[src/rtl/swc_pkg.sv]
`timescale 1ns/1ps
package swc_pkg;

    typedef enum logic [2:0] {
        ST_RUN      = 3'd0,
        ST_SLEEP    = 3'd1,
        ST_STARTUP  = 3'd2,
        ST_POSTWAKE = 3'd3,
        ST_DUMMY    = 3'd4
    } swc_state_e;

    localparam int unsigned QPH_W    = 2;
    localparam logic [1:0]  QPH_LAST = 2'd3;

endpackage

[src/rtl/swc_qphase.sv]
`timescale 1ns/1ps
// Four-phase instruction-cycle sequencer; frozen at phase 0 while halted.
module swc_qphase
    import swc_pkg::*;
(
    input  logic             clk,
    input  logic             rst_n,
    input  logic             run_en,
    output logic [QPH_W-1:0] qph,
    output logic             q_last
);

    always_ff @(posedge clk or negedge rst_n) begin
        if (!rst_n) begin
            qph <= '0;
        end else if (!run_en) begin
            qph <= '0;
        end else begin
            qph <= qph + 1'b1;
        end
    end

    assign q_last = (qph == QPH_LAST);

endmodule

[src/rtl/swc_wake_detect.sv]
`timescale 1ns/1ps
// Any source with both its enable and flag set raises the wake condition.
module swc_wake_detect #(
    parameter int N_SRC = 4
) (
    input  logic [N_SRC-1:0] en,
    input  logic [N_SRC-1:0] flag,
    output logic             wake
);

    logic [N_SRC-1:0] hit;

    for (genvar g = 0; g < N_SRC; g++) begin : g_src
        assign hit[g] = en[g] & flag[g];
    end

    assign wake = |hit;

endmodule

[src/rtl/swc_ost_counter.sv]
`timescale 1ns/1ps
// Oscillator start-up timer: counts 2**OST_W periods while enabled.
module swc_ost_counter #(
    parameter int OST_W = 10
) (
    input  logic clk,
    input  logic rst_n,
    input  logic run,
    output logic done
);

    logic [OST_W-1:0] cnt;

    always_ff @(posedge clk or negedge rst_n) begin
        if (!rst_n) begin
            cnt <= '0;
        end else if (!run) begin
            cnt <= '0;
        end else begin
            cnt <= cnt + 1'b1;
        end
    end

    assign done = run && (cnt == {OST_W{1'b1}});

endmodule

[src/rtl/swc_sleep_ctrl.sv]
`timescale 1ns/1ps
// Sleep entry / wake-up sequencer for a small processor core.
module swc_sleep_ctrl
    import swc_pkg::*;
#(
    parameter int              N_SRC    = 4,
    parameter int              OST_W    = 10,
    parameter int              PC_W     = 13,
    parameter logic [PC_W-1:0] VEC_ADDR = 13'h0004
) (
    input  logic             clk,
    input  logic             rst_n,
    input  logic             sleep_cmd,
    input  logic             clrwdt_cmd,
    input  logic             wdt_tmo,
    input  logic [N_SRC-1:0] int_en,
    input  logic [N_SRC-1:0] int_flag,
    input  logic             gie,
    input  logic             osc_rc,
    output logic [1:0]       q_phase,
    output logic             pd_bit,
    output logic             to_bit,
    output logic             wdt_clr,
    output logic             stall,
    output logic             ost_ready,
    output logic             dummy_cycle,
    output logic             vec_redirect,
    output logic [PC_W-1:0]  vec_addr
);

    swc_state_e state_q, state_d;

    logic wake;
    logic q_last;
    logic run_en;
    logic ost_run;
    logic ost_done;
    logic commit_sleep;
    logic commit_clr;

    // ---------------- sub-blocks ----------------
    swc_qphase u_qph (
        .clk    (clk),
        .rst_n  (rst_n),
        .run_en (run_en),
        .qph    (q_phase),
        .q_last (q_last)
    );

    swc_wake_detect #(.N_SRC(N_SRC)) u_wake (
        .en   (int_en),
        .flag (int_flag),
        .wake (wake)
    );

    swc_ost_counter #(.OST_W(OST_W)) u_ost (
        .clk   (clk),
        .rst_n (rst_n),
        .run   (ost_run),
        .done  (ost_done)
    );

    // Commit decisions at the final phase of a running instruction cycle.
    assign commit_sleep = (state_q == ST_RUN) && q_last && sleep_cmd && !wake;
    assign commit_clr   = (state_q == ST_RUN) && q_last && clrwdt_cmd;

    // ---------------- state register ----------------
    always_ff @(posedge clk or negedge rst_n) begin
        if (!rst_n) begin
            state_q <= ST_RUN;
        end else begin
            state_q <= state_d;
        end
    end

    // ---------------- next-state logic ----------------
    always_comb begin
        state_d = state_q;
        unique case (state_q)
            ST_RUN: begin
                if (commit_sleep) state_d = ST_SLEEP;
            end
            ST_SLEEP: begin
                if (wake) state_d = osc_rc ? ST_POSTWAKE : ST_STARTUP;
            end
            ST_STARTUP: begin
                if (ost_done) state_d = ST_POSTWAKE;
            end
            ST_POSTWAKE: begin
                if (q_last) state_d = gie ? ST_DUMMY : ST_RUN;
            end
            ST_DUMMY: begin
                if (q_last) state_d = ST_RUN;
            end
            default: state_d = ST_RUN;
        endcase
    end

    // ---------------- state-decoded outputs ----------------
    always_comb begin
        stall        = 1'b0;
        ost_run      = 1'b0;
        dummy_cycle  = 1'b0;
        vec_redirect = 1'b0;
        unique case (state_q)
            ST_RUN:      ;
            ST_SLEEP:    stall = 1'b1;
            ST_STARTUP: begin
                stall   = 1'b1;
                ost_run = 1'b1;
            end
            ST_POSTWAKE: ;
            ST_DUMMY: begin
                dummy_cycle  = 1'b1;
                vec_redirect = q_last;
            end
            default:     ;
        endcase
    end

    assign run_en    = !stall;
    assign ost_ready = ost_done;
    assign vec_addr  = VEC_ADDR;

    // ---------------- status bits and watchdog clear ----------------
    always_ff @(posedge clk or negedge rst_n) begin
        if (!rst_n) begin
            pd_bit  <= 1'b1;
            to_bit  <= 1'b1;
            wdt_clr <= 1'b0;
        end else begin
            wdt_clr <= commit_clr | commit_sleep;
            if (commit_clr) begin
                pd_bit <= 1'b1;
                to_bit <= 1'b1;
            end else if (commit_sleep) begin
                pd_bit <= 1'b0;
                to_bit <= 1'b1;
            end else if (wdt_tmo) begin
                to_bit <= 1'b0;
            end
        end
    end

endmodule

[config.mk]
export PLATFORM = sky130hd
export DESIGN_NAME = swc_sleep_ctrl
export DESIGN_NICKNAME = d
export VERILOG_FILES = /design/src/rtl/swc_pkg.sv /design/src/rtl/swc_qphase.sv /design/src/rtl/swc_wake_detect.sv /design/src/rtl/swc_ost_counter.sv /design/src/rtl/swc_sleep_ctrl.sv
export SDC_FILE = /design/constraint.sdc
export NUM_CORES = 1
export LEC_CHECK = 0
export ABC_AREA = 1
export ABC_CLOCK_PERIOD_IN_PS = 1600
export BUFFER_PORTS_ARGS = -buffer_cell sky130_fd_sc_hd__buf_2
export CAP_MARGIN = 20
export CORE_MARGIN = 5
export CORE_UTILIZATION = 49
export DETAILED_ROUTE_END_ITERATION = 8
export GPL_ROUTABILITY_DRIVEN = 1
export PLACE_DENSITY = 0.78
export SYNTH_ARGS = -nofsm -noshare
export SYNTH_HDL_FRONTEND = slang
export SYNTH_HIERARCHICAL = 1
export SYNTH_SLANG_ARGS = --single-unit
[constraint.sdc]
create_clock -name clk -period 1.6 [get_ports clk]
set_input_delay 0.32 -clock clk [delete_from_list [all_inputs] [get_ports clk]]
set_output_delay 0.32 -clock clk [all_outputs]
set_load 0.01 [all_outputs]
# [Yosys cells after proc, flatten, opt, wreduce, memory -nomap -nowiden]
# Index checks and enable logic that the tools add are counted.
[classes] n_mux=19 add_sub_neg=2 n_eq_ne=11 reduce_logical=12 bitwise_logic=5
[op_table] cell="3-bit 2-to-1 mux" n=6
[op_table] cell="3-bit one-hot mux with 5 select lines" n=1
[op_table] cell="10-bit by 1-bit adder with 10-bit output (second input constant)" n=1
[op_table] cell="10-bit equality test (second input constant)" n=1
[op_table] cell="1-bit 2-to-1 mux" n=10
[op_table] cell="10-bit 2-to-1 mux" n=1
[op_table] cell="2-bit != test (second input constant)" n=5
[op_table] cell="3-bit by 2-bit equality test with 1-bit output (second input constant)" n=2
[op_table] cell="1-bit logical AND" n=5
[op_table] cell="5-bit AND reduction" n=1
[op_table] cell="1-bit AND" n=4
[op_table] cell="4-bit OR reduction" n=1
[op_table] cell="3-bit by 1-bit equality test with 1-bit output (second input constant)" n=1
[op_table] cell="3-bit equality test (second input constant)" n=1
[op_table] cell="3-bit zero test" n=1
[op_table] cell="3-bit nonzero test" n=1
[op_table] cell="2-bit by 1-bit adder with 2-bit output (second input constant)" n=1
[op_table] cell="2-bit equality test (second input constant)" n=1
[op_table] cell="2-bit 2-to-1 mux" n=1
[op_table] cell="2-bit nonzero test" n=1
[op_table] cell="2-bit OR reduction" n=1
[op_table] cell="1-bit zero test" n=1
[op_table] cell="1-bit bitwise OR" n=1
[totals] word_cells=55 ff_bits=18 out_inout_bits=22

# [Longest topological paths before layout]
# Gate-level depths: netlist of run 1.
[logic_depth] ltp_word=6 mapped_depth=14 depth_no_buf=13

# [Cells and area by module]
# Netlist of run 1, hierarchy kept.
[modules_own_cells] module="swc_ost_counter" cells_per_inst=60 area_each_um2=485.5 seq_area_each_um2=250.2 instances=1
[modules_own_cells] module="swc_sleep_ctrl" cells_per_inst=70 area_each_um2=476.7 seq_area_each_um2=152.6 instances=1
[modules_own_cells] module="swc_qphase" cells_per_inst=7 area_each_um2=80.1 seq_area_each_um2=50.0 instances=1
[modules_own_cells] module="swc_wake_detect" cells_per_inst=9 area_each_um2=33.8 seq_area_each_um2=0.0 instances=1

# [Worst setup path before layout of run 1]
# OpenSTA, ideal clock, no wires.
[synth_timing] path_type="register to register" startpoint="register state_q[1]" endpoint="register state_q[1]" synth_period_minus_slack_ps=1615 n_path_buf=1 arrival_time_ps=1498 path_slack_ps=-15 setup_ps=117 required_time_ps=1483 path_stages_with_launch=15 path_cell_list="dfrtp_1 inv_1 nor2_1 nand2_1 inv_1 buf_2 nand2_1 nor2_1 inv_1 nand3_1 nand2_1 inv_1 nand3_1 nand2_1 nand2_1"
[synth_rtl] element="from (decl)" line="swc_sleep_ctrl.sv:31" rtl="swc_state_e state_q, state_d;"
[synth_rtl] element="from (signal assigned)" line="swc_sleep_ctrl.sv:72" rtl="state_q <= state_d;"
[synth_rtl] element="3-bit by 2-bit equality test with 1-bit output" line="swc_sleep_ctrl.sv:105" rtl="unique case (state_q)"
[synth_rtl] element="1-bit 2-to-1 mux" line="swc_sleep_ctrl.sv:105"
[synth_rtl] element="via ost_run" line="swc_sleep_ctrl.sv:36" rtl="logic ost_run;"
[synth_rtl] element="1-bit logical AND" line="swc_ost_counter.sv:24" rtl="assign done = run && (cnt == {OST_W{1'b1}});"
[synth_rtl] element="via ost_ready" line="swc_sleep_ctrl.sv:25" rtl="output logic ost_ready,"
[synth_rtl] element="2-bit != test (no line)"
[synth_rtl] element="5-bit AND reduction (no line)"
# The timed path passes the listed nets, and every way through them passes these cells.
# A chain may end at the register's enable or synchronous reset.

# [Final worst setup path of run 1]
[layout_timing] startpoint="register u_ost.cnt[0]" endpoint="output ost_ready"
[layout_between] elab_chain_cells=2
[layout_lines] element="from (decl)" line="swc_ost_counter.sv:12" rtl="logic [OST_W-1:0] cnt;"
[layout_lines] element="from (signal assigned)" line="swc_ost_counter.sv:20" rtl="cnt <= cnt + 1'b1;"
[layout_lines] element="10-bit equality test" line="swc_ost_counter.sv:24"
[layout_lines] element="1-bit logical AND" line="swc_ost_counter.sv:24"
[layout_lines] element="to (decl)" line="swc_sleep_ctrl.sv:25"
# Every way passes these cells.

==> metrics.txt, run 1 <==
most numerous cell in the Yosys netlist nand2_1; Final min period 1715 ps; gr ovfl total 0; Max Fanout on Critical Path 2; final setup fails 1; Via Count 963; Die W 56.86 um; Diodes inserted 0; flop and latch count out of synthesis 18; DRT Pass-1 Iters 4; pin count of the biggest net entering global routing 19; port buffer count 23; Leakage Power 0.7482 nW; Max-Cap Viols 0; final period utilization 107.2%; status finished with violations; RSZ-0062 raised after global routing true; CP arrival 1400 ps; synth unique cells 21; Synth-to-Final Area Change 26.74%; Skew-Pair Late Insertion Delay 290 ps; Design Area, Final 1364 um^2; Iteration-0 DRC Markers 17; final setup margin -115.3 ps; clk root buf clkbuf_4; crit end category output port; area leader, netlist dfrtp_1; IO Count 37; Syn Area/Cell 7.370 um^2; Synth top area share 37.21%; placed cell count 195; share of flip-flops with an asynchronous set or reset 100.0%; Tightest Hold Check Type in2reg; first-pass GRT wire length 3746 um; CP Launch Type flop; nets@finish 201; Slew Limit Fails 0; layout cell share with drive strength beyond 1 35.52%; Post-synth EDFFs 0; vias in the first global route 952; Die H 56.86 um; Worst Skew 6.834 ps; Placeable Area 2148 um^2; cts bufs inserted 3; maximum root-to-sink buffer count 2; Cells after Synth 146; clk sinks 18; Worst-path clk slew 100 ps; Area contributors post-synth dfrtp_1 (37%), nand2_1 (13%), buf_4 (9.1%); wire per inst 10.66 um; Hold WS 197.3 ps; Finished Layout Cells 211; residual DRC count 0; Synth Cell Area 1076 um^2; Synth Flop Type dfrtp_1; Final Core Density 63.48%; number of cell rows 17; sequential area share after synthesis 42.09%; H-Tree Depth 1; warnings from Yosys 6; Via density 4.564; VDD IR max 1084 uV; Fin. Hold Viols 0; DP Area 1175 um^2; antenna-violating nets left 0; Fmax 583.0 MHz; initial antenna violation count 0; Die ar. 3233 um^2; CP Data Required Time 1280 ps; list of most frequent post-synthesis cells nand2_1 (37), inv_1 (22), dfrtp_1 (16), nor2_1 (16), buf_4 (13); Tot Pwr 1.818 mW; violated checks negative setup slack; GP Congestion 0.8641; Initial Util 50.09%; Power Density 1333 nW/um^2; CTS tree yes; Crit Path Class reg2out; DRT Wirelength 2250 um; Detail Placement HPWL 1605 um; Overall Global Routing Usage 14.37%
==> critical path, cell delays in order, from the launching register on <==
cell and delay (ps):
dfrtp_1 370, ha_2 190, nand2_2 70, nor2_4 120, nand3_2 100, nor2_2 110, buf_2 140
==> cell families (layout without fill, tap and decap cells) <==
family	Yosys count	in the layout	share of synthesized area (%)
other cells	2	13	0.6979
compound gates	13	13	7.093
flops	18	18	42.09
simple gates	74	74	30.23
fa+ha+maj	2	2	2.325
buf+inv	37	63	17.56
==> report_power, final <==
group / internal (mW) / switching (mW)
combinational: 0.428 / 0.517
clock: 0.0969 / 0.138
sequential: 0.564 / 0.0731
==> sequential cells by signal (all words and copies together), names as in the netlist <==
| register | flops |
|---|---|
| wdt_clr | 1 |
| u_ost/cnt | 10 |
| to_bit | 1 |
| u_qph/qph | 2 |
| state_q | 3 |
| pd_bit | 1 |
==> metal layers <==
layer | track usage (%) | routed length, um | up-vias
met5 | 0 | 0 | -
met1 | 16.22 | 927 | 437
met2 | 26.24 | 1165 | 25
met3 | 2.299 | 131 | 4
met4 | 6.291 | 25 | 0
li1 | - | - | 497
==> final cells by class <==
type | count | area [um^2]
multi-input cells | 102 | 528.0
well taps | 28 | 35.03
clock buffers | 4 | 26.28
fillers | 189 | 784.5
flip-flops and latches | 18 | 454.2
repair buffers | 36 | 234.0
inverters | 23 | 86.33
==> cell usage in the layout, fill, tap and decap left out, types with 2 or more instances in the layout <==
cell,n
nand2_1,33
buf_2,22
inv_1,18
dfrtp_1,15
nor2_1,14
conb_1,13
buf_4,11
nand3_1,7
a21oi_1,7
nand2_2,6
inv_2,5
nand3_2,5
nor2_4,4
nand4_1,3
clkbuf_4,3
o21a_1,2
dfstp_2,2
o21ai_0,2
nor2_2,2
==> metrics by stage <==
stage	setup WS, ps	TNS [ps]
after floorplan	29.96	0
after global placement	96.75	0
after detailed placement	31.69	0
after CTS	-131.1	-131.1
after global routing	-212.6	-424.1
final	-115.3	-115.3
==> path summary, 6_finish.rpt <==
check                             start            to  slack [ps]  depth (start not counted)
max                        u_ost/cnt[0]     ost_ready        -120                          6
min                             wdt_tmo        to_bit         200                          2
max reg2reg                u_ost/cnt[0]    state_q[1]          50                         13
min reg2reg                      pd_bit        pd_bit         470                          2
max in group asynchronous         rst_n        pd_bit         800                          2
min in group asynchronous         rst_n  u_ost/cnt[0]         470                          2
==> timing repair <==
action	4_1_cts	5_1_grt
hold buffers	1	0
resized for setup	5	14
buffers inserted	4	7
endpoints found under the hold margin	16	0
pin swaps	4	7
setup endpoints to repair	2	7
No activity file was read; power rests on OpenSTA's default activity.
==> inputs of run 2 (changes only) <==
--- a/config.mk
+++ b/config.mk
@@ -6,14 +6,14 @@
 export NUM_CORES = 1
 export LEC_CHECK = 0
 export ABC_AREA = 1
-export ABC_CLOCK_PERIOD_IN_PS = 1600
+export ABC_CLOCK_PERIOD_IN_PS = 2200
 export BUFFER_PORTS_ARGS = -buffer_cell sky130_fd_sc_hd__buf_2
 export CAP_MARGIN = 20
 export CORE_MARGIN = 5
-export CORE_UTILIZATION = 49
+export CORE_UTILIZATION = 52
 export DETAILED_ROUTE_END_ITERATION = 8
 export GPL_ROUTABILITY_DRIVEN = 1
-export PLACE_DENSITY = 0.78
+export PLACE_DENSITY = 0.82
 export SYNTH_ARGS = -nofsm -noshare
 export SYNTH_HDL_FRONTEND = slang
 export SYNTH_HIERARCHICAL = 1
==> constraint.sdc (replaced) <==
create_clock -name clk -period 2.2 [get_ports clk]
set_input_delay 0.44 -clock clk [delete_from_list [all_inputs] [get_ports clk]]
set_output_delay 0.44 -clock clk [all_outputs]
set_load 0.01 [all_outputs]
==> metrics.txt, run 2 (synthesis results as in run 1) <==
antenna-violating nets left 0 (unchanged); CP Data Required Time 1760 ps (+480 ps); Initial Util 54.85% (+4.8 points); cell with the largest stage delay on the worst path dfrtp_1; Die ar. 3079 um^2 (-4.8%); Worst Skew 2.543 ps (-4.290 ps); CP Launch Type flop; Skew-Pair Late Insertion Delay 300 ps (about the same); Sw Share 41.10% (+1.1 points); layout cell share with drive strength beyond 1 22.35% (-13 points); Hold WS 47.65 ps (-149.7 ps); DRT Wirelength 2042 um (-9.2%); RSZ-0062 raised after global routing false; Crit Path Class reg2out; most frequent cells in the layout nand2_1 (37), buf_2 (23), inv_1 (22); Psw 0.4770 mW (-34%); clk sinks 18 (unchanged); max reg flops 10 (unchanged); DRT Pass-1 Iters 4 (unchanged); Via Count 936 (-2.8%); Worst-path clk slew 100 ps (about the same); register with the highest flop count u_ost/cnt; Via density 4.751 (+4.1%); Fmax 492.5 MHz; R2R depth 13 (unchanged); Iteration-0 DRC Markers 25 (+8); worst path buffer plus inverter count 3 (+2); Placeable Area 1962 um^2 (-8.7%); cts bufs inserted 3 (unchanged); commonest non-fill, non-tap cell in the layout nand2_1; Die H 55.49 um (-2.4%); GP Congestion 0.8954 (+3.6%); Leakage Power 0.6808 nW (-9.0%); nets@finish 188 (-6.5%); Logic pwr share 42.2% (-9.8 points); Die W 55.49 um (-2.4%); gr ovfl total 0 (unchanged); vias in the first global route 892 (-6.3%); Slew Limit Fails 0 (unchanged); Top delay family on crit path buffers and inverters; CTS Hold Buffers Added 0 (-1); pin count of the biggest net entering global routing 19 (unchanged); CTS tree yes; number of cell rows 16 (-1); slowest stage delay, CP 390 ps (+20 ps); Tot Pwr 1.161 mW (-36%); Power Density 967.3 nW/um^2 (-27%); maximum root-to-sink buffer count 2 (unchanged); clock power share 17.8% (+4.9 points); Tightest Hold Check Type in2async; sequential cell area 452.9 um^2 (-0.28%); Detail Placement HPWL 1674 um (+4.3%); Synth-to-Final Area Change 11.51%; final period utilization 92.29%; Max Fanout on Critical Path 10 (+8); residual DRC count 0 (unchanged); clk root buf clkbuf_4; Power Internal 0.6836 mW (-37%); area occupied by multi-input gates 475.5 um^2 (-10%); port buffer count 23 (unchanged); Cell Chain, Critical Path inv_1 -> nor2_1 -> nand2_1 -> inv_1 -> nand2_1 -> nor2_1 -> buf_2; final setup fails 0 (-1); Max-Cap Viols 0 (unchanged); VDD IR max 682.6 uV (-37%); initial antenna violation count 0 (unchanged); TNS Setup 0 ps (+115.3 ps); Fin. Hold Viols 0 (unchanged); first-pass GRT wire length 3505 um (-6.4%); Fillers 200 (+5.8%); Diodes inserted 0 (unchanged); Reg power frac 40.0% (+4.9 points); IO Count 37 (unchanged); Post CTS Setup Buffer Count 0 (-4); Overall Global Routing Usage 13.90% (-0.47 points); WP depth 7 (+1); CP arrival 1590 ps (+190 ps); Final min period 2030 ps; Post-CTS Resized 0 (-5); H-Tree Depth 1 (unchanged); status finished clean; wire per inst 10.37 um (-2.8%); top flop regs u_ost/cnt x10, state_q x3, u_qph/qph x2; crit end category output port
==> run 2: worst register-to-register path, delay by kind of cell (launching register included) <==
family	cells	cell delay (ps)
buffers and inverters	4	480
flip-flops	1	390
AND/OR/NAND/NOR	9	770
==> run 2: layer usage <==
| layer | track usage [%] | share of wire [%] | vias up |
|---|---|---|---|
| met5 | 0 | 0 | - |
| met4 | 5.208 | 1.3 | 0 |
| met3 | 2.797 | 7.3 | 2 |
| met2 | 25.68 | 51 | 39 |
| met1 | 15.49 | 41 | 423 |
| li1 | - | - | 472 |
==> run 2: path summary, 6_finish.rpt <==
kind                              start           end  slack (ps)
min in group clk                wdt_tmo        to_bit         310
max in group asynchronous         rst_n        pd_bit        1840
max                          state_q[1]     ost_ready         170
max reg2reg                  state_q[1]    state_q[1]         480
min                               rst_n  u_ost/cnt[4]          50
min reg2reg                u_qph/qph[0]  u_qph/qph[0]         480
==> run 2: power by group through the flow <==
stage | sequential, mW | combinational (mW) | clock, mW
floorplan | 0.477 | 0.361 | 0
global placement | 0.463 | 0.465 | 0
detailed placement | 0.469 | 0.491 | 0
CTS | 0.463 | 0.492 | 0.214
global route | 0.470 | 0.575 | 0.222
finish | 0.464 | 0.490 | 0.207
==> run 2: stage by stage <==
stage | worst slack [ps] | util [%] | instances | area [um^2]
5_1_grt | 19.92 | 61.16 | 197 | 1200
4_1_cts | 157.4 | 61.16 | 197 | 1200
2_1_floorplan | 585.0 | - | 157 | 1117
3_3_place_gp | 557.2 | 59.31 | 193 | 1164
6_report | 169.6 | 61.16 | 197 | 1200
3_5_place_dp | 504.0 | 59.31 | 193 | 1164
==> run 2: area by class of cell <==
cell class	instances	share of cell area, %
clock buffers	4	3.024
inverters	23	7.195
multi-input cells	102	39.62
flip-flops and latches	18	37.75
well taps	27	2.815
repair buffers	23	9.593
==> inputs of run 3 (changes only) <==
--- a/config.mk
+++ b/config.mk
@@ -10,10 +10,10 @@
 export BUFFER_PORTS_ARGS = -buffer_cell sky130_fd_sc_hd__buf_2
 export CAP_MARGIN = 20
 export CORE_MARGIN = 5
-export CORE_UTILIZATION = 52
+export CORE_UTILIZATION = 30
 export DETAILED_ROUTE_END_ITERATION = 8
 export GPL_ROUTABILITY_DRIVEN = 1
-export PLACE_DENSITY = 0.82
+export PLACE_DENSITY = 0.52
 export SYNTH_ARGS = -nofsm -noshare
 export SYNTH_HDL_FRONTEND = slang
 export SYNTH_HIERARCHICAL = 1
==> metrics.txt, run 3 (synthesis results as in run 1) <==
Final Core Density 35.60% (-26 points); DRT Pass-1 Iters 5 (+1); Sw Share 41.87% (+0.76 points); Leakage Power 0.6726 nW (-1.2%); CP Data Required Time 1760 ps (about the same); sequential cell area 452.9 um^2 (unchanged); area occupied by multi-input gates 475.5 um^2 (unchanged); DP Area 1187 um^2 (+2.0%); TNS Setup 0 ps (unchanged); vias in the first global route 933 (+4.6%); CTS tree yes; Die H 69.89 um (+26%); Die ar. 4885 um^2 (+59%); slowest stage delay, CP 400 ps (about the same); H-Tree Depth 1 (unchanged); Fillers 400 (+100%); Slew Limit Fails 0 (unchanged); Logic pwr share 43.5% (+1.3 points); clock power share 15.4% (-2.4 points); wire per inst 9.532 um (-8.0%); Power Internal 0.6541 mW (-4.3%); CTS Hold Buffers Added 0 (unchanged); R2R Setup Slk 540 ps (+60 ps); status finished clean; Tot Pwr 1.125 mW (-3.1%); antenna-violating nets left 0 (unchanged); Via Count 909 (-2.9%); Initial Util 31.50% (-23 points); final period utilization 90.37% (-1.9 points); Via density 4.208 (-11%); number of cell rows 21 (+5); nets@finish 188 (unchanged); VDD IR max 579.0 uV (-15%); layout cell share with drive strength beyond 1 22.35% (unchanged); Fmax 503.0 MHz (+2.1%); R2R depth 12 (-1); r2r startpoint u_ost/cnt[0]; Post-CTS Resized 0 (unchanged); Die W 69.89 um (+26%); Max Fanout on Critical Path 4 (-6); gr ovfl total 0 (unchanged); Placeable Area 3416 um^2 (+74%); commonest non-fill, non-tap cell in the layout nand2_1; cell with the largest stage delay on the worst path dfrtp_1; most frequent cells in the layout nand2_1 (37), buf_2 (23), inv_1 (21); RSZ-0062 raised after global routing false; Reg power frac 41.1% (+1.1 points); Cell Chain, Critical Path ha_1 -> nand2_1 -> nor2_2 -> nand3_1 -> nor2_1 -> buf_2; Diodes inserted 0 (unchanged); Iteration-0 DRC Markers 56 (+120%); Skew-Pair Late Insertion Delay 290 ps (about the same); Fin. Hold Viols 0 (unchanged); CP arrival 1550 ps (-40 ps); crit end category output port; DRT Wirelength 2059 um (+0.83%); Worst-path clk slew 100 ps (about the same); residual DRC count 0 (unchanged); Detail Placement HPWL 1660 um (-0.84%); IO Count 37 (unchanged); maximum root-to-sink buffer count 2 (unchanged); clk sinks 18 (unchanged); CP Launch Type flop; Power Density 925.2 nW/um^2 (-4.4%); first-pass GRT wire length 3795 um (+8.3%); Worst Skew 4.306 ps (+1.763 ps); pin count of the biggest net entering global routing 19 (unchanged); register with the highest flop count u_ost/cnt; cts bufs inserted 3 (unchanged); Final min period 1988 ps (-42.27 ps); initial antenna violation count 0 (unchanged); Design Area, Final 1216 um^2 (+1.4%); worst path buffer plus inverter count 1 (-2); final setup fails 0 (unchanged); top flop regs u_ost/cnt x10, state_q x3, u_qph/qph x2; clk root buf clkbuf_4; Top delay family on crit path simple AND/OR/NAND/NOR gates; Tightest Hold Check Type in2async; Post CTS Setup Buffer Count 0 (unchanged); Crit Path Class reg2out; Synth-to-Final Area Change 13.02%; max reg flops 10 (unchanged); Psw 0.4711 mW (-1.3%); GP Congestion 0.7975 (-11%); Max-Cap Viols 0 (unchanged); worst r2r dst state_q[1]; port buffer count 23 (unchanged); Overall Global Routing Usage 9.235% (-4.7 points)
-- run 3: cell counts in the layout (fill, tap and decap cells not counted) --
No cell type changed its count.
-- run 3: per-layer routing --
layer	track usage [%]	wire, um	up-vias
li1	-	-	472
met1	11.00	904	402
met2	15.42	945	33
met3	4.017	198	2
met4	1.915	11	0
met5	0	0	-
-- run 3: worst max path at each step --
stage / startpoint / cells after the start / endpoint / slack, ps
4_1_cts: state_q[1] / 7 / ost_ready / 110
3_3_place_gp: state_q[1] / 7 / ost_ready / 530
5_1_grt: u_ost/cnt[0] / 6 / ost_ready / 4
6_report: u_ost/cnt[0] / 6 / ost_ready / 210
2_1_floorplan: state_q[1] / 14 / state_q[1] / 580
3_5_place_dp: state_q[1] / 7 / ost_ready / 460
-- run 3: layout make-up --
type | count | area share, %
multi-input cells | 102 | 39.09
flip-flops and latches | 18 | 37.24
repair buffers | 23 | 9.465
inverters | 23 | 7.305
well taps | 46 | 4.732
clock buffers | 4 | 2.160
-- run 3: worst register-to-register path, delay by kind of cell (launching register included) --
kind          cells  cell delay, ps
simple gates      9             850
flops             1             400
fa+ha+maj         1             170
buf+inv           2             160
-- run 3: per-stage QoR --
step	hold slack, ps	worst slack [ps]	cells
after floorplan	144.4	585.0	157
after global placement	400.0	528.6	212
after detailed placement	396.4	456.8	212
after CTS	56.72	109.4	216
after global routing	75.21	3.568	216
final	58.64	211.9	216
-- run 3: power groups by stage --
stage               Clock, mW  Sequential [mW]  Combinational (mW)
floorplan                   0            0.477               0.361
global placement            0            0.467               0.478
detailed placement          0            0.470               0.483
CTS                     0.187            0.463               0.485
global route            0.202            0.472               0.585
finish                  0.174            0.462               0.489
